**src/rtl/cpl_split_pkg.sv**
```systemverilog
package cpl_split_pkg;

  // Bytes that fit before the next aligned window edge, capped by what is left.
  function automatic int unsigned chunk_len(int unsigned off, int unsigned remain,
                                            int unsigned mps);
    int unsigned room;
    room = mps - off;
    return (remain < room) ? remain : room;
  endfunction

  // True when the remainder fits entirely in the current window.
  function automatic bit is_final(int unsigned off, int unsigned remain,
                                  int unsigned mps);
    return remain <= (mps - off);
  endfunction

endpackage

```
**src/rtl/cpl_chunk_calc.sv**
```systemverilog
module cpl_chunk_calc
  import cpl_split_pkg::*;
#(
  parameter int LEN_W = 12,
  parameter int MPS   = 64,
  parameter int OFF_W = 6,
  parameter int CNT_W = 7
) (
  input  logic [OFF_W-1:0] addr_off,
  input  logic [LEN_W-1:0] remain,
  output logic [CNT_W-1:0] chunk,
  output logic             final_chunk
);

  int unsigned off_u;
  int unsigned rem_u;

  assign off_u       = 32'(addr_off);
  assign rem_u       = 32'(remain);
  assign chunk       = CNT_W'(chunk_len(off_u, rem_u, MPS));
  assign final_chunk = is_final(off_u, rem_u, MPS);

endmodule

```
**src/rtl/cpl_split_track.sv**
```systemverilog
module cpl_split_track #(
  parameter int ADDR_W = 32,
  parameter int LEN_W  = 12,
  parameter int CNT_W  = 7
) (
  input  logic              clk,
  input  logic              rst_n,
  input  logic              load,
  input  logic [ADDR_W-1:0] load_addr,
  input  logic [LEN_W-1:0]  load_len,
  input  logic              advance,
  input  logic [CNT_W-1:0]  step,
  input  logic              step_final,
  output logic              busy,
  output logic [ADDR_W-1:0] cur_addr,
  output logic [LEN_W-1:0]  remain
);

  always_ff @(posedge clk) begin
    if (!rst_n) begin
      busy     <= 1'b0;
      cur_addr <= '0;
      remain   <= '0;
    end else if (load) begin
      busy     <= 1'b1;
      cur_addr <= load_addr;
      remain   <= load_len;
    end else if (advance) begin
      cur_addr <= cur_addr + ADDR_W'(step);
      remain   <= remain - LEN_W'(step);
      if (step_final) busy <= 1'b0;
    end
  end

endmodule

```
**src/rtl/rd_cpl_splitter.sv**
```systemverilog
module rd_cpl_splitter #(
  parameter int ADDR_W = 32,
  parameter int LEN_W  = 12,
  parameter int MPS    = 64,
  localparam int OFF_W = $clog2(MPS),
  localparam int CNT_W = OFF_W + 1
) (
  input  logic              clk,
  input  logic              rst_n,
  input  logic              req_valid,
  output logic              req_ready,
  input  logic [ADDR_W-1:0] req_addr,
  input  logic [LEN_W-1:0]  req_len,
  output logic              cpl_valid,
  input  logic              cpl_ready,
  output logic [ADDR_W-1:0] cpl_addr,
  output logic [CNT_W-1:0]  cpl_bytes,
  output logic              cpl_last
);

  // Named events, observed by the bound checker.
  logic              busy;
  logic              req_fire;
  logic              load;
  logic              cpl_fire;
  logic [ADDR_W-1:0] cur_addr;
  logic [LEN_W-1:0]  remain;
  logic [CNT_W-1:0]  chunk;
  logic              final_chunk;

  assign req_ready = ~busy;
  assign req_fire  = req_valid & req_ready;
  assign load      = req_fire & (req_len != '0);
  assign cpl_valid = busy;
  assign cpl_fire  = cpl_valid & cpl_ready;

  cpl_chunk_calc #(
    .LEN_W(LEN_W), .MPS(MPS), .OFF_W(OFF_W), .CNT_W(CNT_W)
  ) calc_i (
    .addr_off   (cur_addr[OFF_W-1:0]),
    .remain     (remain),
    .chunk      (chunk),
    .final_chunk(final_chunk)
  );

  cpl_split_track #(
    .ADDR_W(ADDR_W), .LEN_W(LEN_W), .CNT_W(CNT_W)
  ) track_i (
    .clk       (clk),
    .rst_n     (rst_n),
    .load      (load),
    .load_addr (req_addr),
    .load_len  (req_len),
    .advance   (cpl_fire),
    .step      (chunk),
    .step_final(final_chunk),
    .busy      (busy),
    .cur_addr  (cur_addr),
    .remain    (remain)
  );

  assign cpl_addr  = cur_addr;
  assign cpl_bytes = chunk;
  assign cpl_last  = final_chunk;

endmodule

```
**config.mk**
```make
export PLATFORM = sky130hd
export DESIGN_NAME = rd_cpl_splitter
export DESIGN_NICKNAME = d
export VERILOG_FILES = /design/src/rtl/cpl_split_pkg.sv /design/src/rtl/cpl_chunk_calc.sv /design/src/rtl/cpl_split_track.sv /design/src/rtl/rd_cpl_splitter.sv
export SDC_FILE = /design/constraint.sdc
export NUM_CORES = 1
export LEC_CHECK = 0
export BUFFER_PORTS_ARGS = -buffer_cell sky130_fd_sc_hd__buf_4
export CORE_MARGIN = 8
export CORE_UTILIZATION = 50
export CTS_BUF_LIST = sky130_fd_sc_hd__clkbuf_8
export CTS_CLUSTER_DIAMETER = 150
export DETAILED_ROUTE_END_ITERATION = 6
export PLACE_DENSITY_LB_ADDON = 0.2
export SYNTH_ARGS = -nofsm -noshare
export SYNTH_HDL_FRONTEND = slang
export SYNTH_SLANG_ARGS = --single-unit
```
**constraint.sdc**
```tcl
create_clock -name clk -period 5.1 [get_ports clk]
set_clock_uncertainty 0.15 [all_clocks]
set_input_delay 1.53 -clock clk [delete_from_list [all_inputs] [get_ports clk]]
set_output_delay 1.53 -clock clk [all_outputs]
set_load 0.05 [all_outputs]
```
# Word level (Yosys, flattened, before mapping)
# Cells that the tools add are included.
# Widths: inputs -> output; s select.
# word_totals
wordCells,24
input_bits,48
ff_bits,45
out_inout_bits,42
# op_classes
n_bitwise,4
addsub,3
muxes,8
n_lt_le_gt_ge,2
reduce_logical,4
# ops
operator,count
$mux 32,2
$add 32x7->32,1
$le 12x32->1,1
$lt 12x32->1,1
$mux 12,2
$reduce_bool 12->1,1
$sub 12x7->12,1
$sub 7x6->8 const A,1
$mux 7,1
$reduce_bool 2->1,2
$and 1x1->1,3
$mux 1,3
$reduce_and 2->1,1
$not 1->1,1

# Logic depth before layout (Yosys ltp)
# Gate-level depths: netlist of the first run.
# logic_depth
word_depth,6
mapped_depth,25
ltp_nobuf,21

# Modules after synthesis
# A second synthesis of the first run with hierarchy kept.
# hier_totals
hier_cells,416
area_unflattened_um2,3315.7
# by_module_without_submodules
module,n_inst,area_each_um2,seq_area_each_um2,cells_per_inst
cpl_split_track,1,2899.0,900.9,363
cpl_chunk_calc,1,375.4,0.0,46
rd_cpl_splitter,1,41.3,0.0,7

# Worst setup path after synthesis of the first run
# Ideal clock, no wire load.
# synth_path
path_kind,register to register
startpoint,reg track_i.cur_addr[1]
endpoint,reg track_i.cur_addr[26]
slack_ps,-788
arrival_ps,5605
period_less_slack_ps,5888
setup_ps,133
n_path_buf,4
required_ps,4817
path_stages_with_launch,21
cell_sequence,dfxtp_1 buf_2 inv_1 ha_1 nand2_1 xor2_1 inv_1 ha_1 o311a_1 a211o_1 buf_2 buf_1 o21ai_0 ha_1 ha_1 a21oi_1 a31oi_2 clkbuf_1 a31oi_1 o21ai_0 a31oi_1
# synth_via
elab_chain_len,6
# synth_lines
item,line,text
"start, declared",cpl_split_track.sv:15,"output logic [ADDR_W-1:0] cur_addr,"
"start signal, assigned",cpl_split_track.sv:26,cur_addr <= load_addr;
"start signal, assigned",cpl_split_track.sv:29,cur_addr <= cur_addr + ADDR_W'(step);
$sub 7x6->8,cpl_split_pkg.sv:7,room = mps - off;
$lt 12x32->1,cpl_split_pkg.sv:8,return (remain < room) ? remain : room;
$mux 7,cpl_split_pkg.sv:8,
net cpl_bytes[0],rd_cpl_splitter.sv:17,"output logic [CNT_W-1:0] cpl_bytes,"
$add 32x7->32,cpl_split_track.sv:29,
$mux 32,cpl_split_track.sv:28,end else if (advance) begin
$mux 32,cpl_split_track.sv:24,end else if (load) begin
# The timed path passes the listed nets, and every way through them passes these cells. The select of a mux whose other input is x is not followed.
# A chain may end at the register's enable or synchronous reset.

# Worst setup path after layout of the first run
# layout_path
startpoint,reg track_i.cur_addr[1]
endpoint,out cpl_bytes[6]
# layout_via
elab_chain_len,3
# layout_lines
item,line
$sub 7x6->8 (*),cpl_split_pkg.sv:7
$lt 12x32->1,cpl_split_pkg.sv:8
$mux 7 (*),cpl_split_pkg.sv:8
"end, declared",rd_cpl_splitter.sv:17
# Every way passes the cells marked *; elsewhere a longest branch is shown, timed or not.

==> results of run 1 <==
-- sequential cells by signal, summed over array words and instances, names as in the netlist --
register and count:
track_i.cur_addr 32, track_i.remain 12, track_i.busy 1
-- synth_stat cells, drive strengths merged (9+ instances only) --
cell	count	area, µm²
a22oi	9	67.6
nand3	18	90.1
o21ai	23	115
xor2	10	87.6
a31oi	18	119
nand4	14	87.6
clkbuf	21	78.8
nor2	38	143
dfxtp	45	901
inv	18	67.6
and3	9	56.3
ha	19	238
nand2	71	267
nor3	15	75.1
a21oi	44	220
-- metrics by stage --
stage / cells / hold slack (ns) / util, % / cell area [µm²]
floorplan: 499 / 0.321 / - / 3620
global placement: 678 / 0.345 / 62.6 / 4440
detailed placement: 678 / 0.361 / 62.6 / 4440
CTS: 686 / 0.383 / 64.2 / 4550
global route: 688 / 0.418 / 64.8 / 4600
finish: 688 / 0.378 / 64.8 / 4600
-- worst min-delay path: stages (launching register included) --
cell and delay [ns]:
dfxtp_1 0.35, a221oi_1 0.08, nor2_1 0.07
-- worst paths after layout --
kind / slack [ns] / endpoint / cells after the start
setup reg to reg: 0.29 / track_i.cur_addr[17] / 18
hold / removal: 0.38 / track_i.remain[0] / 2
setup / recovery: 0.26 / cpl_bytes[6] / 14
hold reg to reg: 0.38 / track_i.remain[0] / 2
-- cell type report --
class | instances | share of cell area (%)
timing repair buffer | 109 | 17.8
clock inverter | 3 | 0.952
clock buffer | 5 | 1.50
sequential | 45 | 19.6
tap | 99 | 2.69
multi-input combinational | 408 | 55.9
inverter | 19 | 1.55
-- cell families (layout without fill, tap and decap cells) --
kind of cell / after synthesis / in the layout
xor+xnor: 15 / 15
buf+inv: 46 / 136
flops: 45 / 45
mux: 12 / 12
compound gates: 152 / 152
fa+ha+maj: 20 / 20
simple gates: 209 / 209
-- power by group through the flow --
stage | sequential [W] | clock, W | combinational (W)
floorplan | 0.000508 | 0 | 0.000588
global placement | 0.000445 | 0 | 0.000915
detailed placement | 0.000446 | 0 | 0.000929
CTS | 0.000438 | 0.000289 | 0.000933
global route | 0.000447 | 0.000300 | 0.00103
finish | 0.000440 | 0.000281 | 0.000955
-- metal layers --
metal | wire, µm | part of all wire, % | global-route usage [%] | vias to the layer above
met5 | 0 | 0 | 0 | -
met4 | 213 | 1.8 | 7.21 | 0
met3 | 759 | 6.3 | 3.38 | 24
met2 | 5650 | 47 | 38.7 | 171
met1 | 5390 | 45 | 28.9 | 1950
li1 | - | - | - | 2051
-- timing repair --
item                                    in CTS  in global routing
endpoints found under the setup margin       0                 25
buffers inserted                             0                  2
resized for setup                            0                  7
==> impl_metrics.tcl, run 1 <==
set metrics [dict create \
    p_comb_share_pct 57.0 \
    grt_max_degree 42 \
    netSwitchingFraction_pct 46.7 \
    fp.dieArea_mm2 0.0102 \
    cts_root_buffer "clkbuf_8" \
    via_per_inst 6.10 \
    areaGrowthSynthToFinish_pct 27.7 \
    p_clk_share_pct 16.8 \
    relSlewSlack_pct 60.5 \
    async_reset_ff_share_pct 0 \
    syn_inst 499 \
    slowest_stage "dfxtp_2" \
    first_iter_violations 253 \
    synthAdderAreaFrac_pct 6.88 \
    htreeDepth 2 \
    clock_latency_ns 0.30 \
    die_x_um 101 \
    hold_viol 0 \
    synthMuxAreaShare_pct 3.58 \
    timing.final.crit_share_pct 95.0 \
    grt_util_all_layers_pct 22.9 \
    pre_cts_ws_ns 0.189 \
    slew_violations 0 \
    final.setup.tns_ns 0 \
    ys_seq_elements 45 \
    fill_cells 670 \
    total_power_w 0.00168 \
    layout-drive-gt1-share_pct 22.9 \
    ys_warn_count 0 \
    nets 655 \
    synth-compound-area-share_pct 27.3 \
    clock.fmax_mhz 206 \
    cpPeakStageDelay_ns 0.38 \
    synth_edf_count 0 \
    vdd_drop_max_mv 0.151 \
    worstPathMaxFanout 11 \
    final.min_clock_period_ns 4.84 \
    syn_avg_cell_area_um2 7.22 \
    antenna_found_initial 0 \
    num_io_pins 90 \
    multi_input_area_mm2 0.00257 \
    final_common_cell "buf_4" \
    wl_per_cell_um 17.5 \
    path_cells "inv_1, ha_1, nand2_1, nor3_2, inv_1, ha_1, nor2b_1, nand2_1, a21oi_2, a211o_1, buf_4, mux2i_2, inv_1, buf_4" \
    num_vias 4196 \
    switching_power_w 0.000782 \
    cp_data_arrival_time_ns 3.16 \
    tightestPinTransition_ns 0.578 \
    clock_sinks 45 \
    path_delay_family "buffers and inverters" \
    critPathCaptureType "output pin" \
    clk_transition_reported_paths_ns 0.09 \
    clockBufferDepth 2 \
    path_buf_inv 5 \
    io_buffers 89 \
    grt_pass1_vias 3972 \
    synth_top_family_by_area "simple AND/OR/NAND/NOR gates" \
    initial_core_util_pct 50.7 \
    ys_seq_area_share_pct 25.0 \
    r2r-start "track_i.cur_addr[1]" \
    worstSetupPathType "reg2out" \
    holdCritStartpoint "track_i.remain[0]" \
    ys.flop_type "dfxtp_1" \
    syn_area_mm2 0.00360 \
    gr-total-overflow 0 \
    status "completed" \
    regArea_um2 903 \
    worst_setup_path_start_kind "flop" \
    grt_pass1_wl_mm 19.1 \
    n_antenna_cell 0 \
    synth_xor_area_share_pct 3.65 \
    drc 0 \
    maxCapViolCount 0 \
    cts_tree "yes" \
    layout_setup_ws_ns 0.256 \
    cp.required_ns 3.42 \
    leakage_nw 1.96 \
    placementRows 31 \
    setup_violations 0 \
    gp_congestion 0.939 \
    p_seq_share_pct 26.2 \
    drt-pass1-iter-count 5 \
    synth_cell_types 57 \
    syn-num-nets 566 \
    cts_hold_buffers 0 \
    p_int_w 0.000894 \
    hold_class "reg2reg" \
    rsz0062_at_grt "no" \
    die_y_um 101 \
    coreArea_mm2 0.00710 \
    cts_buffers 5 \
    wl_mm 12.0 \
    pwr_density_cell_mw_per_mm2 364 \
    layout_common_cells "buf_4, nand2_1, a21oi_1, dfxtp_1, nor2_1" \
    worst_path_most_repeated_cell "inv_1" \
    synthSimpleGateAreaFrac_pct 28.7 \
    hpwl_mm 8.90 \
    startpoint "track_i.cur_addr[1]" \
    antenna_left 0 \
]
(Power assumes the default switching activity.)
==> run 2: changes to the inputs <==
--- a/config.mk
+++ b/config.mk
@@ -6,8 +6,10 @@
 export NUM_CORES = 1
 export LEC_CHECK = 0
 export BUFFER_PORTS_ARGS = -buffer_cell sky130_fd_sc_hd__buf_4
+export CELL_PAD_IN_SITES_DETAIL_PLACEMENT = 1
+export CELL_PAD_IN_SITES_GLOBAL_PLACEMENT = 1
 export CORE_MARGIN = 8
-export CORE_UTILIZATION = 50
+export CORE_UTILIZATION = 36
 export CTS_BUF_LIST = sky130_fd_sc_hd__clkbuf_8
 export CTS_CLUSTER_DIAMETER = 150
 export DETAILED_ROUTE_END_ITERATION = 6
==> run 2 against run 1 <==
Compared with the run above:
- sequential share of layout area hardly changed
- critical path depth increased by 3
- global-route usage fell by 1.8 points
- sequential power grew 1%
- largest cell class unchanged
==> impl_metrics.tcl, run 2 (same netlist as run 1, synthesis figures left out) <==
set metrics [dict create \
    wl_per_cell_um 19.4 \
    worst_setup_path_start_kind "flop" \
    grt_pass1_vias 4523 \
    grt_pass1_wl_mm 22.7 \
    num_vias 4231 \
    htreeDepth 2 \
    fp.dieArea_mm2 0.0135 \
    io_buffers 89 \
    layout-drive-gt1-share_pct 22.2 \
    die_x_um 116 \
    num_io_pins 90 \
    rsz0062_at_grt "no" \
    initial_core_util_pct 37.0 \
    status "completed" \
    tightestPinTransition_ns 0.652 \
    nets 651 \
    fin_cells 718 \
    cts_root_buffer "clkbuf_8" \
    via_per_inst 5.89 \
    dpl_cell_area_mm2 0.00446 \
    drc 0 \
    layout_common_cells "buf_4, nand2_1, a21oi_1, dfxtp_1, nor2_1" \
    slew_violations 0 \
    antenna_found_initial 0 \
    grt_max_degree 42 \
    largestRegisters "track_i.cur_addr: 32 flops, track_i.remain: 12 flops, track_i.busy: 1 flops" \
    final.min_clock_period_ns 4.80 \
    cp_data_arrival_time_ns 4.89 \
    maxCapViolCount 0 \
    cts_tree "yes" \
    design_area_mm2 0.00460 \
    vdd_drop_max_mv 0.116 \
    dp.cells 709 \
    setup_violations 0 \
    largest-register "track_i.cur_addr" \
    timing.final.crit_share_pct 94.0 \
    relSlewSlack_pct 56.1 \
    clockBufferDepth 2 \
    wl_mm 13.9 \
    final.setup.tns_ns 0 \
    die_y_um 116 \
    cp.required_ns 5.19 \
    grt_util_all_layers_pct 21.1 \
    areaGrowthSynthToFinish_pct 27.8 \
    final_common_cell "buf_4" \
    hpwl_mm 10.5 \
    drt-pass1-iter-count 4 \
    largest_reg_flops 32 \
    coreArea_mm2 0.00973 \
    clock_sinks 45 \
    n_antenna_cell 0 \
    gr-total-overflow 0 \
    leakage_nw 1.93 \
    worstPathMaxFanout 16 \
    placementRows 36 \
    critPathCaptureType "flop" \
    clock_latency_ns 0.33 \
    gp_congestion 0.860 \
    cts_buffers 5 \
    multi_input_area_mm2 0.00256 \
    fill_cells 1285 \
    hold_viol 0 \
    first_iter_violations 254 \
    hold_class "reg2reg" \
    regArea_um2 903 \
    antenna_left 0 \
    post-route-util_pct 47.3 \
    clock.fmax_mhz 209 \
    worstSetupPathType "reg2reg" \
    clk_transition_reported_paths_ns 0.11 \
    pwr_density_cell_mw_per_mm2 369 \
]
-- run 2: per-stage QoR --
stage               setup WS [ns]  power, W  hold WS, ns
CTS                        0.0451   0.00170        0.379
global placement            0.351   0.00137        0.347
detailed placement         0.0816   0.00140        0.351
floorplan                  0.0178   0.00110        0.321
global route               0.0277   0.00181        0.411
finish                      0.305   0.00170        0.374
-- run 2: layout make-up --
type	instances	area share, %
well taps	133	3.61
inverters	19	1.55
multi-input cells	408	55.6
flip-flops and latches	45	19.6
clock buffers	5	1.49
clock inverters	3	1.01
repair buffers	105	17.1
-- run 2: critical path, stage by stage (launching register included) --
cell	delay [ns]
dfxtp_2	0.45
inv_1	0.12
ha_1	0.23
nand2_1	0.11
xor2_1	0.21
inv_1	0.07
ha_1	0.21
o311a_1	0.37
a211o_1	0.29
buf_4	0.21
mux2i_1	0.13
ha_2	0.41
nand3_1	0.09
mux2_4	0.34
and3b_1	0.19
a211o_4	0.42
or4_1	0.52
a31oi_1	0.19
-- run 2: what timing repair did --
action	CTS	global route
resized for setup	0	5
hold buffers	0	0
setup endpoints to repair	0	24
setup buffers	0	1
-- run 2: final timing paths --
kind / start / depth (start not counted) / end / slack, ns
worst max-delay path: track_i.cur_addr[1] / 17 / track_i.cur_addr[19] / 0.30
worst min-delay path: track_i.remain[0] / 2 / track_i.remain[0] / 0.37
worst max register to register: track_i.cur_addr[1] / 17 / track_i.cur_addr[19] / 0.30
worst min register to register: track_i.remain[0] / 2 / track_i.remain[0] / 0.37
-- run 2: where the power goes --
group	internal, W	switching [W]
sequential	0.000387	0.0000582
clock	0.000147	0.000151
combinational	0.000352	0.000604
total	0.000886	0.000813
-- run 2: metal layers --
metal | share of wire, % | global-route usage (%) | vias up
met5 | 0 | 0 | -
met4 | 2.0 | 6.91 | 0
met3 | 5.0 | 3.39 | 19
met2 | 49 | 36.9 | 129
met1 | 44 | 25.6 | 2048
li1 | - | - | 2035
